==> src/rtl/mon_rx_pkg.sv <==
package mon_rx_pkg;

    localparam logic FLAG_ACTIVE = 1'b0;
    localparam logic FLAG_IDLE   = 1'b1;

    typedef enum logic [1:0] {
        ACK_OFF = 2'd0,
        ACK_ON  = 2'd1,
        ACK_GAP = 2'd2
    } ack_state_e;

    typedef struct packed {
        logic fresh;
        logic closing;
    } mx_event_t;

    function automatic logic went_active(input logic now_v, input logic before_v);
        return (now_v == FLAG_ACTIVE) && (before_v == FLAG_IDLE);
    endfunction

    function automatic logic stayed_idle(input logic now_v, input logic before_v);
        return (now_v == FLAG_IDLE) && (before_v == FLAG_IDLE);
    endfunction

endpackage

==> src/rtl/mon_rx_mx_track.sv <==
module mon_rx_mx_track
    import mon_rx_pkg::*;
(
    input  logic      clk,
    input  logic      rst,
    input  logic      frame_stb,
    input  logic      mx_in,
    output mx_event_t ev,
    output logic      irq_end
);

    logic mx_last;
    logic in_msg;

    always_comb begin
        ev.fresh   = frame_stb && went_active(mx_in, mx_last);
        ev.closing = frame_stb && in_msg && stayed_idle(mx_in, mx_last);
    end

    always_ff @(posedge clk) begin
        if (rst) begin
            mx_last <= FLAG_IDLE;
            in_msg  <= 1'b0;
            irq_end <= 1'b0;
        end else begin
            irq_end <= ev.closing;
            if (frame_stb) begin
                mx_last <= mx_in;
            end
            if (ev.fresh) begin
                in_msg <= 1'b1;
            end else if (ev.closing) begin
                in_msg <= 1'b0;
            end
        end
    end


    end_needs_idle_chk: assert property (@(posedge clk) disable iff (rst)
        irq_end |-> ($past(frame_stb) && ($past(mx_in) == FLAG_IDLE)));


    end_single_chk: assert property (@(posedge clk) disable iff (rst)
        irq_end |=> !irq_end);

endmodule

==> src/rtl/mon_rx_store.sv <==
module mon_rx_store #(
    parameter int DATA_W = 8
) (
    input  logic              clk,
    input  logic              rst,
    input  logic              fresh,
    input  logic [DATA_W-1:0] rx_byte,
    input  logic              host_rd,
    input  logic              ack_take,
    output logic [DATA_W-1:0] rx_data,
    output logic              irq_data,
    output logic              ack_req
);

    logic unread;
    logic rd_ok;
    logic take_in;

    always_comb begin
        rd_ok   = host_rd && unread;
        take_in = fresh && !unread;
    end

    always_ff @(posedge clk) begin
        if (rst) begin
            rx_data  <= '0;
            irq_data <= 1'b0;
            unread   <= 1'b0;
            ack_req  <= 1'b0;
        end else begin
            irq_data <= take_in;
            if (take_in) begin
                rx_data <= rx_byte;
                unread  <= 1'b1;
            end else if (rd_ok) begin
                unread  <= 1'b0;
            end
            ack_req <= (ack_req && !ack_take) || rd_ok;
        end
    end


    hold_unread_chk: assert property (@(posedge clk) disable iff (rst)
        (unread && fresh) |=> $stable(rx_data));


    ack_from_read_chk: assert property (@(posedge clk) disable iff (rst)
        $rose(ack_req) |-> $past(host_rd));

endmodule

==> src/rtl/mon_rx_ack.sv <==
module mon_rx_ack
    import mon_rx_pkg::*;
(
    input  logic clk,
    input  logic rst,
    input  logic frame_stb,
    input  logic rx_ctrl,
    input  logic ack_req,
    output logic ack_take,
    output logic mr_out
);

    ack_state_e state_q;
    ack_state_e state_d;

    always_comb begin
        ack_take = frame_stb && rx_ctrl && ack_req && (state_q != ACK_GAP);
        state_d  = state_q;
        if (frame_stb) begin
            if (!rx_ctrl) begin
                state_d = ACK_OFF;
            end else begin
                unique case (state_q)
                    ACK_OFF: state_d = ack_req ? ACK_ON  : ACK_OFF;
                    ACK_ON:  state_d = ack_req ? ACK_GAP : ACK_ON;
                    ACK_GAP: state_d = ACK_ON;
                    default: state_d = ACK_OFF;
                endcase
            end
        end
    end

    always_ff @(posedge clk) begin
        if (rst) begin
            state_q <= ACK_OFF;
        end else begin
            state_q <= state_d;
        end
    end

    assign mr_out = (state_q == ACK_ON) ? FLAG_ACTIVE : FLAG_IDLE;


    ctrl_low_idle_chk: assert property (@(posedge clk) disable iff (rst)
        (frame_stb && !rx_ctrl) |=> (mr_out == FLAG_IDLE));


    gap_one_frame_chk: assert property (@(posedge clk) disable iff (rst)
        ((state_q == ACK_GAP) && frame_stb && rx_ctrl) |=> (mr_out == FLAG_ACTIVE));


    mr_quiet_chk: assert property (@(posedge clk) disable iff (rst)
        !frame_stb |=> $stable(mr_out));

endmodule

==> src/rtl/mon_rx_handshake.sv <==
module mon_rx_handshake
    import mon_rx_pkg::*;
#(
    parameter int DATA_W = 8
) (
    input  logic              clk,
    input  logic              rst,
    input  logic              frame_stb,
    input  logic              mx_in,
    input  logic [DATA_W-1:0] rx_byte,
    input  logic              rx_ctrl,
    input  logic              host_rd,
    output logic              mr_out,
    output logic [DATA_W-1:0] rx_data,
    output logic              irq_data,
    output logic              irq_end
);

    mx_event_t ev;
    logic      ack_req;
    logic      ack_take;

    mon_rx_mx_track u_track (
        .clk       (clk),
        .rst       (rst),
        .frame_stb (frame_stb),
        .mx_in     (mx_in),
        .ev        (ev),
        .irq_end   (irq_end)
    );

    mon_rx_store #(.DATA_W(DATA_W)) u_store (
        .clk      (clk),
        .rst      (rst),
        .fresh    (ev.fresh),
        .rx_byte  (rx_byte),
        .host_rd  (host_rd),
        .ack_take (ack_take),
        .rx_data  (rx_data),
        .irq_data (irq_data),
        .ack_req  (ack_req)
    );

    mon_rx_ack u_ack (
        .clk       (clk),
        .rst       (rst),
        .frame_stb (frame_stb),
        .rx_ctrl   (rx_ctrl),
        .ack_req   (ack_req),
        .ack_take  (ack_take),
        .mr_out    (mr_out)
    );


    irq_excl_chk: assert property (@(posedge clk) disable iff (rst)
        $onehot0({irq_data, irq_end}));


    data_on_fresh_chk: assert property (@(posedge clk) disable iff (rst)
        irq_data |-> ($past(frame_stb) && ($past(mx_in) == FLAG_ACTIVE)));


    data_quiet_chk: assert property (@(posedge clk) disable iff (rst)
        !frame_stb |=> $stable(rx_data));

endmodule

==> config.mk <==
export PLATFORM = sky130hd
export DESIGN_NAME = mon_rx_handshake
export DESIGN_NICKNAME = d
export VERILOG_FILES = /design/src/rtl/mon_rx_pkg.sv /design/src/rtl/mon_rx_mx_track.sv /design/src/rtl/mon_rx_store.sv /design/src/rtl/mon_rx_ack.sv /design/src/rtl/mon_rx_handshake.sv
export SDC_FILE = /design/constraint.sdc
export NUM_CORES = 1
export LEC_CHECK = 0
export BUFFER_PORTS_ARGS = -buffer_cell sky130_fd_sc_hd__buf_2
export CORE_MARGIN = 10
export CORE_UTILIZATION = 35
export DETAILED_ROUTE_END_ITERATION = 6
export GPL_TIMING_DRIVEN = 0
export SETUP_SLACK_MARGIN = 0.5
export SYNTH_ARGS = -nofsm -noshare
export SYNTH_HDL_FRONTEND = slang
export SYNTH_SLANG_ARGS = --single-unit
==> constraint.sdc <==
create_clock -name clk -period 1 [get_ports clk]
set_input_delay 0.2 -clock clk [delete_from_list [all_inputs] [get_ports clk]]
set_output_delay 0.2 -clock clk [all_outputs]
set_load 0.01 [all_outputs]
==> metrics.csv, run 1 <==
stage,metric,value,unit
status,status,finished with violations,
status,violations,negative setup slack,
worst_setup_path,r2r_end,u_ack.state_q[1]$_SDFFE_PP0P_,
logic_synthesis,yosysWarnings,0,
final_layout,final_net_count,118,
worst_setup_path,reg2reg_from,u_ack.state_q[0]$_SDFFE_PP0P_,
sta,clock.fmax,932,MHz
grt,antenna_found_initial,0,
sta,fin_crit,1.07,ns
route,ant_nets,0,
cts,clock_path_buffers,2,
placed_design,dp_slack,0.0188,ns
final_layout,final_cell_mix,"buf_6, dfxtp_2, buf_2",
worst_setup_path,r2r_slack,-0.05,ns
worst_setup_path,cp-end-kind,primary output,
final_layout,syn_to_final_growth,72.2,%
pwr,p_leak,0.422,nW
floorplan,core_area,0.00171,sq mm
placed_design,port_buffers,22,
final_layout,n_antenna_cell,0,
worst_setup_path,cp_max_fo,5,
worst_setup_path,crit_arrival,0.87,ns
route,drt_iter0_markers,6,
worst_setup_path,cp.depth,2,
cts,htreeDepth,1,
logic_synthesis,syn_area_per_cell,8.86,sq um
worst_setup_path,crit_chain,nand2b_4 > buf_6,
cts,root_buffer,clkbuf_4,
grt,grt_pass1_vias,597,
logic_synthesis,synth_area,629,sq um
grt,grt_max_degree,11,
logic_synthesis,synth_nets,85,
run,max-cap-violations,0,
route,vias_per_cell,4.52,
floorplan,initial_utilization,0.368,
floorplan,dieArea,0.00389,sq mm
sta,timing_hold_violations_final,0,
cts,insertion_delay,0.28,ns
grt,grt_use_total,0.0798,
worst_setup_path,crit_required,0.80,ns
worst_setup_path,crit_start,u_ack.state_q[0]$_SDFFE_PP0P_,
floorplan,die_y,62.4,um
sta,timing.hold.ws,0.111,ns
logic_synthesis,synth-seq-area-share,0.509,
sta,timing.final.ws_setup,-0.0728,ns
pwr,ir_drop,620,uV
floorplan,io_pins,25,
cts,clock-sinks,16,
hold_path,hold_class,input port to flip-flop,
worst_setup_path,slowest_stage,dfxtp_2,
sta,fin_skew,0.00190,ns
route,vias,579,
floorplan,core.rowCount,15,
cts,clk_pin_slew,0.10,ns
worst_setup_path,cp-start-kind,flip-flop,
route,route.detailed.drc,0,
worst_setup_path,worstSetupPathType,flip-flop to primary output,
worst_setup_path,worstPathBufferInverterCount,1,
worst_setup_path,reg2reg_depth,4,
sta,slew_headroom,0.872,
sta,timing.final.crit_share,1.07,
sta,worstMarginPinSlew,0.191,ns
floorplan,die_w,62.4,um
logic_synthesis,synth_seq_cells,16,
cts,ctsHoldBuffers,0,
cts,cts_tree,done,
sta,rsz0062_at_grt,yes,
final_layout,layout_commonest_cell,buf_6,
logic_synthesis,ys_types,23,
final_layout,drive_gt1_frac,0.767,
worst_setup_path,cp-endpoint,mr_out,
route,wl_per_cell,12.8,um
pwr,power_density,1250,mW/mm^2
logic_synthesis,synthCells,71,
grt,grt_pass1_wl,2570,um
worst_setup_path,cp_top_family,flip-flops,
sta,drv_slew,0,
sta,finalSetupViolations,2,
cts,cts_inserted_buffers,3,
placed_design,gp_congestion,0.670,
route,totalWireLength,1630,um
worst_setup_path,max_stage_delay,0.40,ns
placed_design,dp_hpwl,1100,um
route,drt_first_pass_iters,2,
grt,gr-total-overflow,0,
## state kept, by name (all words and copies together), names as in the netlist
register          cells
u_store.ack_req       1
u_store.unread        1
u_track.mx_last       1
u_track.irq_end       1
u_store.rx_data       8
u_ack.state_q         2
u_track.in_msg        1
u_store.irq_data      1
## cells in the mapped netlist (all sizes together)
cell | number | area, sq um
a211o | 1 | 10.0
a21oi | 12 | 63.8
a311oi | 1 | 8.76
a31oi | 1 | 6.26
and2b | 2 | 17.5
and4bb | 1 | 12.5
buf | 4 | 28.8
clkbuf | 1 | 5.00
dfxtp | 16 | 320
inv | 2 | 7.51
nand2 | 18 | 75.1
nand2b | 2 | 12.5
nand4 | 1 | 6.26
nand4bb | 1 | 11.3
nor2 | 4 | 15.0
nor2b | 1 | 6.26
o21ai | 1 | 5.00
o32a | 1 | 11.3
or3 | 1 | 6.26
## repair_timing
item                       4_1_cts  5_1_grt
pin swaps                        5        5
gates resized for setup         28       11
setup endpoints to repair       27       27
setup buffers                    4        1
gates cloned                     1        0
## final cells by class
class | count | area (sq um)
clock buffers | 4 | 36.3
flip-flops and latches | 16 | 340
plain buffers | 5 | 58.8
fillers | 149 | 624
well taps | 25 | 31.3
repair buffers | 28 | 235
multi-input cells | 48 | 374
inverters | 2 | 7.51
## report_power, final
| part | internal, W | total, W | leakage (nW) | switching, W |
|---|---|---|---|---|
| Clock | 0.000222 | 0.000435 | 0.0210 | 0.000213 |
| Sequential | 0.000667 | 0.000688 | 0.137 | 0.0000209 |
| Combinational | 0.000126 | 0.000227 | 0.264 | 0.000101 |
| Total | 0.00101 | 0.00135 | 0.422 | 0.000336 |
## worst reg2reg max path, cell delays in order (launching register included)
cell and delay, ns:
dfxtp_2 0.40, nand2b_4 0.07, buf_4 0.13, o32a_4 0.31, nor2_4 0.08
## routing by layer
metal,routed length (um),GRT usage
met5,0,0
met4,0,0.0335
met3,116,0.0394
met2,788,0.135
met1,730,0.0819
## per-stage QoR
step                setup TNS [ns]  cells  instance area [sq um]   util  total power (W)
floorplan                        0     71                    691      -         0.000794
global placement                 0    118                    832  0.487         0.000849
detailed placement               0    118                    832  0.487         0.000853
CTS                         -0.101    127                   1030  0.606          0.00134
global route                -0.443    128                   1080  0.634          0.00142
finish                      -0.121    128                   1080  0.634          0.00135
## how the worst min path moves through the flow
| stage | from | endpoint | slack (ns) | cells after the start |
|---|---|---|---|---|
| after global routing | rst | u_store.rx_data[7]$_SDFFE_PP0P_ | 0.1 | 2 |
| final | rst | u_store.rx_data[7]$_SDFFE_PP0P_ | 0.11 | 2 |
| after CTS | rst | u_store.rx_data[6]$_SDFFE_PP0P_ | 0.10 | 2 |
| after floorplan | mx_in | u_track.in_msg$_SDFFE_PP0P_ | 0.32 | 1 |
| after global placement | rst | u_store.rx_data[7]$_SDFFE_PP0P_ | 0.42 | 2 |
| after detailed placement | rst | u_store.rx_data[7]$_SDFFE_PP0P_ | 0.42 | 2 |
## logic make-up (layout without fill, tap and decap cells)
group / count (synthesis) / count (layout) / share of synthesized area
flip-flops: 16 / 16 / 0.509
AO/OA/AOI/OAI: 17 / 17 / 0.167
AND/OR/NAND/NOR: 31 / 31 / 0.258
buffers and inverters: 7 / 39 / 0.0656
(Power assumes the default switching activity.)
==> run 2: changes to the inputs <==
==> constraint.sdc (replaced) <==
create_clock -name clk -period 1 [get_ports clk]
set_input_delay 0.15 -clock clk [delete_from_list [all_inputs] [get_ports clk]]
set_output_delay 0.15 -clock clk [all_outputs]
set_load 0.01 [all_outputs]
==> metrics.csv, run 2 (synthesis gave the netlist of run 1 again) <==
stage,metric,value,unit,change
final_layout,drive_gt1_frac,0.760,,-0.00699
sta,clock.fmax,966,MHz,+3.6%
cts,root_buffer,clkbuf_4,,
cts,cts_tree,done,,
grt,grt_pass1_vias,573,,-4.0%
cts,htreeDepth,1,,unchanged
worst_setup_path,crit_chain,nand2b_4 > buf_6,,
route,drt_iter0_markers,11,,+5
floorplan,initial_utilization,0.368,,unchanged
final_layout,final_net_count,115,,-2.5%
hold_path,hold_class,input port to flip-flop,,
final_layout,syn_to_final_growth,67.8,%,
placed_design,dp_slack,0.0631,ns,+0.0443 ns
route,vias,579,,unchanged
route,vias_per_cell,4.63,,+2.4%
final_layout,top_register,u_store.rx_data,,
final_layout,layout_commonest_cell,buf_6,,
sta,setup_tns,-0.0356,ns,+0.0855 ns
sta,finalSetupViolations,1,,-1
status,status,finished with violations,,
final_layout,final_cell_mix,"buf_6, buf_2, dfxtp_2",,
pwr,power_density,1250,mW/mm^2,+0.71%
grt,grt_use_total,0.0786,,-0.00115
sta,slew_headroom,0.870,,-0.00210
route,ant_nets,0,,unchanged
worst_setup_path,cp.depth,2,,unchanged
worst_setup_path,cp-end-kind,primary output,,
worst_setup_path,crit_arrival,0.89,ns,+0.02 ns
cts,clock-sinks,16,,unchanged
status,violations,negative setup slack,,
grt,antenna_found_initial,0,,unchanged
floorplan,io_pins,25,,unchanged
sta,timing.final.ws_setup,-0.0356,ns,+0.0372 ns
worst_setup_path,crit_required,0.85,ns,+0.05 ns
worst_setup_path,worstSetupPathType,flip-flop to primary output,,
pwr,p_total,0.00133,W,-1.9%
grt,grt_max_degree,11,,unchanged
cts,cts_inserted_buffers,3,,unchanged
worst_setup_path,slowest_stage,dfxtp_2,,
run,max-cap-violations,0,,unchanged
sta,timing.final.crit_share,1.04,,-0.0372
cts,clock_path_buffers,2,,unchanged
worst_setup_path,worstPathBufferInverterCount,1,,unchanged
sta,worstMarginPinSlew,0.195,ns,+0.00404 ns
route,wl_per_cell,12.5,um,-1.7%
worst_setup_path,cp_top_family,flip-flops,,
worst_setup_path,reg2reg_depth,4,,unchanged
pwr,p_leak,0.415,nW,-1.7%
cts,clk_pin_slew,0.09,ns,about the same
cts,ctsHoldBuffers,0,,unchanged
floorplan,core.rowCount,15,,unchanged
final_layout,top_regs,"u_store.rx_data: 8 flops, u_ack.state_q: 2 flops",,
worst_setup_path,cp_max_fo,4,,-1
route,route.detailed.drc,0,,unchanged
final_layout,n_antenna_cell,0,,unchanged
route,totalWireLength,1570,um,-4.0%
sta,timing_hold_violations_final,0,,unchanged
placed_design,gp_congestion,0.684,,+2.1%
worst_setup_path,max_stage_delay,0.34,ns,-0.06 ns
sta,fin_crit,1.04,ns,-0.0372 ns
route,drt_first_pass_iters,4,,+2
sta,rsz0062_at_grt,yes,,
placed_design,dp_hpwl,1060,um,-3.8%
pwr,ir_drop,1160,uV,+87%
worst_setup_path,cp-start-kind,flip-flop,,
hold_path,hold_path_depth,2,,unchanged
placed_design,port_buffers,22,,unchanged
cts,insertion_delay,0.28,ns,about the same
floorplan,dieArea,0.00389,sq mm,unchanged
grt,gr-total-overflow,0,,unchanged
floorplan,die_y,62.4,um,unchanged
sta,drv_slew,0,,unchanged
floorplan,die_w,62.4,um,unchanged
grt,grt_pass1_wl,2630,um,+2.1%
final_layout,largest_reg_flops,8,,unchanged
sta,fin_skew,0.00132,ns,-0.000580 ns
sta,timing.hold.ws,0.0708,ns,-0.0402 ns
floorplan,core_area,0.00171,sq mm,unchanged
[run 2: cell count changes in the layout (fill, tap and decap cells not counted), sizes merged]
cell and change:
buf -3
[run 2: area by class of cell]
| type | instances | area (sq um) |
|---|---|---|
| clock buffers | 4 | 36.3 |
| multi-input cells | 48 | 377 |
| flip-flops and latches | 16 | 343 |
| inverters | 2 | 7.51 |
| plain buffers | 5 | 58.8 |
| fillers | 152 | 652 |
| well taps | 25 | 31.3 |
| repair buffers | 25 | 203 |
[run 2: path summary, 6_finish.rpt]
path / start / to / slack (ns)
max: u_ack.state_q[1]$_SDFFE_PP0P_ / mr_out / -0.04
min: rst / u_store.rx_data[6]$_SDFFE_PP0P_ / 0.07
max reg2reg: u_store.unread$_SDFFE_PP0P_ / u_store.rx_data[1]$_SDFFE_PP0P_ / 0
min reg2reg: u_store.rx_data[6]$_SDFFE_PP0P_ / u_store.rx_data[6]$_SDFFE_PP0P_ / 0.48
[run 2: stage by stage]
stage / cell area (sq um) / util / instances
floorplan: 678 / - / 71
global placement: 820 / 0.480 / 118
detailed placement: 820 / 0.480 / 118
CTS: 1020 / 0.596 / 125
global route: 1060 / 0.618 / 125
finish: 1060 / 0.618 / 125
[run 2: worst register-to-register path, cell delays in order, from the launching register on]
cell and delay [ns]:
dfxtp_2 0.34, and4bb_1 0.27, buf_6 0.16, nand2_2 0.07, a21oi_2 0.10
[run 2: per-layer routing]
metal	track usage	vias up	wire, um
li1	-	297	-
met1	0.0899	261	714
met2	0.127	19	718
met3	0.0466	2	125
met4	0.00838	0	9
met5	0	-	0
[run 2: what timing repair did]
action	CTS	global route
resized for setup	37	10
pin swaps	5	7
setup endpoints to repair	27	27
setup buffers	2	0
gates cloned	1	0
[run 2: power by group]
part	total, W	internal, W	switching, W
logic	0.000224	0.000123	0.000101
clock network	0.000417	0.000222	0.000195
registers	0.000685	0.000665	0.0000198
==> run 3: changes to the inputs <==
--- a/config.mk
+++ b/config.mk
@@ -6,10 +6,12 @@
 export NUM_CORES = 1
 export LEC_CHECK = 0
 export BUFFER_PORTS_ARGS = -buffer_cell sky130_fd_sc_hd__buf_2
-export CORE_MARGIN = 10
+export CORE_MARGIN = 1.5
 export CORE_UTILIZATION = 35
+export CTS_CLUSTER_DIAMETER = 100
 export DETAILED_ROUTE_END_ITERATION = 6
 export GPL_TIMING_DRIVEN = 0
+export PLACE_DENSITY = 0.69
 export SETUP_SLACK_MARGIN = 0.5
 export SYNTH_ARGS = -nofsm -noshare
 export SYNTH_HDL_FRONTEND = slang
==> metrics.csv, run 3 (synthesis gave the netlist of run 1 again) <==
stage,metric,value,unit,change
status,status,finished with violations,,
status,violations,negative setup slack,,
grt,grt_use_total,0.170,,+0.0917
sta,fin_crit,1.03,ns,-0.00704 ns
grt,grt_pass1_wl,2460,um,-6.3%
placed_design,port_buffers,22,,unchanged
route,vias,614,,+6.0%
floorplan,core_area,0.00171,sq mm,unchanged
pwr,power_density,1200,mW/mm^2,-4.6%
sta,worstMarginPinSlew,0.199,ns,+0.00415 ns
sta,clock.fmax,972,MHz,+0.68%
final_layout,syn_to_final_growth,77.3,%,
cts,cts_inserted_buffers,3,,unchanged
worst_setup_path,cp_max_fo,3,,-1
sta,timing.final.crit_share,1.03,,-0.00704
final_layout,final_net_count,120,,+4.3%
sta,drv_slew,0,,unchanged
final_layout,n_antenna_cell,0,,unchanged
grt,grt_max_degree,11,,unchanged
final_layout,drive_gt1_frac,0.781,,+0.0210
sta,timing.hold.ws,0.0647,ns,-0.00618 ns
final_layout,stdcell_count,130,,+4.0%
cts,clock_path_buffers,2,,unchanged
worst_setup_path,cp_top_family,flip-flops,,
floorplan,die_y,45.4,um,-27%
worst_setup_path,crit_chain,nand2b_4 > buf_6,,
sta,rsz0062_at_grt,yes,,
sta,fin_skew,0.00228,ns,+0.000961 ns
run,max-cap-violations,0,,unchanged
worst_setup_path,cp-start-kind,flip-flop,,
final_layout,largest_reg_flops,8,,unchanged
floorplan,dieArea,0.00206,sq mm,-47%
final_layout,final_cell_mix,"buf_6, dfxtp_2, buf_2",,
placed_design,dp_slack,0.0554,ns,-0.00766 ns
hold_path,hold_class,input port to flip-flop,,
cts,clock-sinks,16,,unchanged
placed_design,dp_hpwl,870,um,-18%
grt,gr-total-overflow,0,,unchanged
route,drt_first_pass_iters,4,,unchanged
cts,root_buffer,clkbuf_4,,
worst_setup_path,cp-end-kind,primary output,,
sta,timing_hold_violations_final,0,,unchanged
worst_setup_path,slowest_stage,dfxtp_2,,
floorplan,initial_utilization,0.368,,unchanged
sta,setup_tns,-0.0416,ns,-0.00597 ns
floorplan,io_pins,25,,unchanged
pwr,p_total,0.00134,W,+0.87%
sta,timing.final.ws_setup,-0.0286,ns,+0.00704 ns
cts,clk_pin_slew,0.09,ns,about the same
sta,slew_headroom,0.866,,-0.00366
final_layout,layout_commonest_cell,buf_6,,
cts,cts_tree,done,,
route,wl_per_cell,11.8,um,-5.6%
worst_setup_path,crit_arrival,0.88,ns,about the same
worst_setup_path,worstSetupPathType,flip-flop to primary output,,
grt,antenna_found_initial,0,,unchanged
pwr,ir_drop,852,uV,-26%
route,drt_iter0_markers,7,,-4
floorplan,die_w,45.4,um,-27%
cts,htreeDepth,1,,unchanged
grt,grt_pass1_vias,572,,-0.17%
final_layout,top_register,u_store.rx_data,,
cts,insertion_delay,0.28,ns,about the same
placed_design,gp_congestion,0.679,,-0.83%
floorplan,core.rowCount,15,,unchanged
worst_setup_path,max_stage_delay,0.34,ns,about the same
final_layout,top_regs,"u_store.rx_data: 8 flops, u_ack.state_q: 2 flops",,
route,route.detailed.drc,0,,unchanged
route,vias_per_cell,4.72,,+2.0%
worst_setup_path,r2r_slack,-0.01,ns,about the same
worst_setup_path,crit_required,0.85,ns,about the same
route,totalWireLength,1540,um,-1.8%
pwr,p_leak,0.450,nW,+8.4%
sta,finalSetupViolations,3,,+2
route,ant_nets,0,,unchanged
placed_design,placedCellCount,118,,unchanged
worst_setup_path,worstPathBufferInverterCount,1,,unchanged
run 3: repair_timing:
item,in CTS,in global routing
gates resized for setup,41,12
gates cloned,1,0
hold buffers,0,0
setup buffers,4,3
pin swaps,15,11
setup endpoints to repair,27,27
run 3: path summary, 6_finish.rpt:
kind                                                     from                         endpoint  depth (start not counted)
worst max register to register   u_track.mx_last$_SDFFE_PP1P_  u_store.rx_data[5]$_SDFFE_PP0P_                          4
worst max-delay path            u_ack.state_q[1]$_SDFFE_PP0P_                           mr_out                          2
worst min-delay path                                      rst  u_store.rx_data[6]$_SDFFE_PP0P_                          2
worst min register to register    u_track.in_msg$_SDFFE_PP0P_       u_track.irq_end$_SDFF_PP0_                          2
run 3: power by group:
| group | total (W) | switching, W | internal, W |
|---|---|---|---|
| Combinational | 0.000239 | 0.000106 | 0.000133 |
| Sequential | 0.000688 | 0.0000227 | 0.000665 |
| Clock | 0.000410 | 0.000189 | 0.000222 |
| Total | 0.00134 | 0.000317 | 0.00102 |
run 3: cell type report:
| cell class | count | area [sq um] |
|---|---|---|
| buffer | 5 | 58.8 |
| clock buffer | 4 | 36.3 |
| fill | 134 | 592 |
| inverter | 2 | 7.51 |
| multi-input combinational | 48 | 380 |
| sequential | 16 | 344 |
| tap | 25 | 31.3 |
| timing repair buffer | 30 | 258 |
run 3: layer usage:
layer	GRT usage	vias up	share of wire
li1	-	306	-
met1	0.213	284	0.45
met2	0.273	20	0.48
met3	0.0357	4	0.041
met4	0.0882	0	0.025
met5	0	-	0
run 3: stage by stage:
step,area [sq um],util
2_1_floorplan,678,-
3_3_place_gp,820,0.480
3_5_place_dp,820,0.480
4_1_cts,1050,0.615
5_1_grt,1120,0.653
6_report,1120,0.653
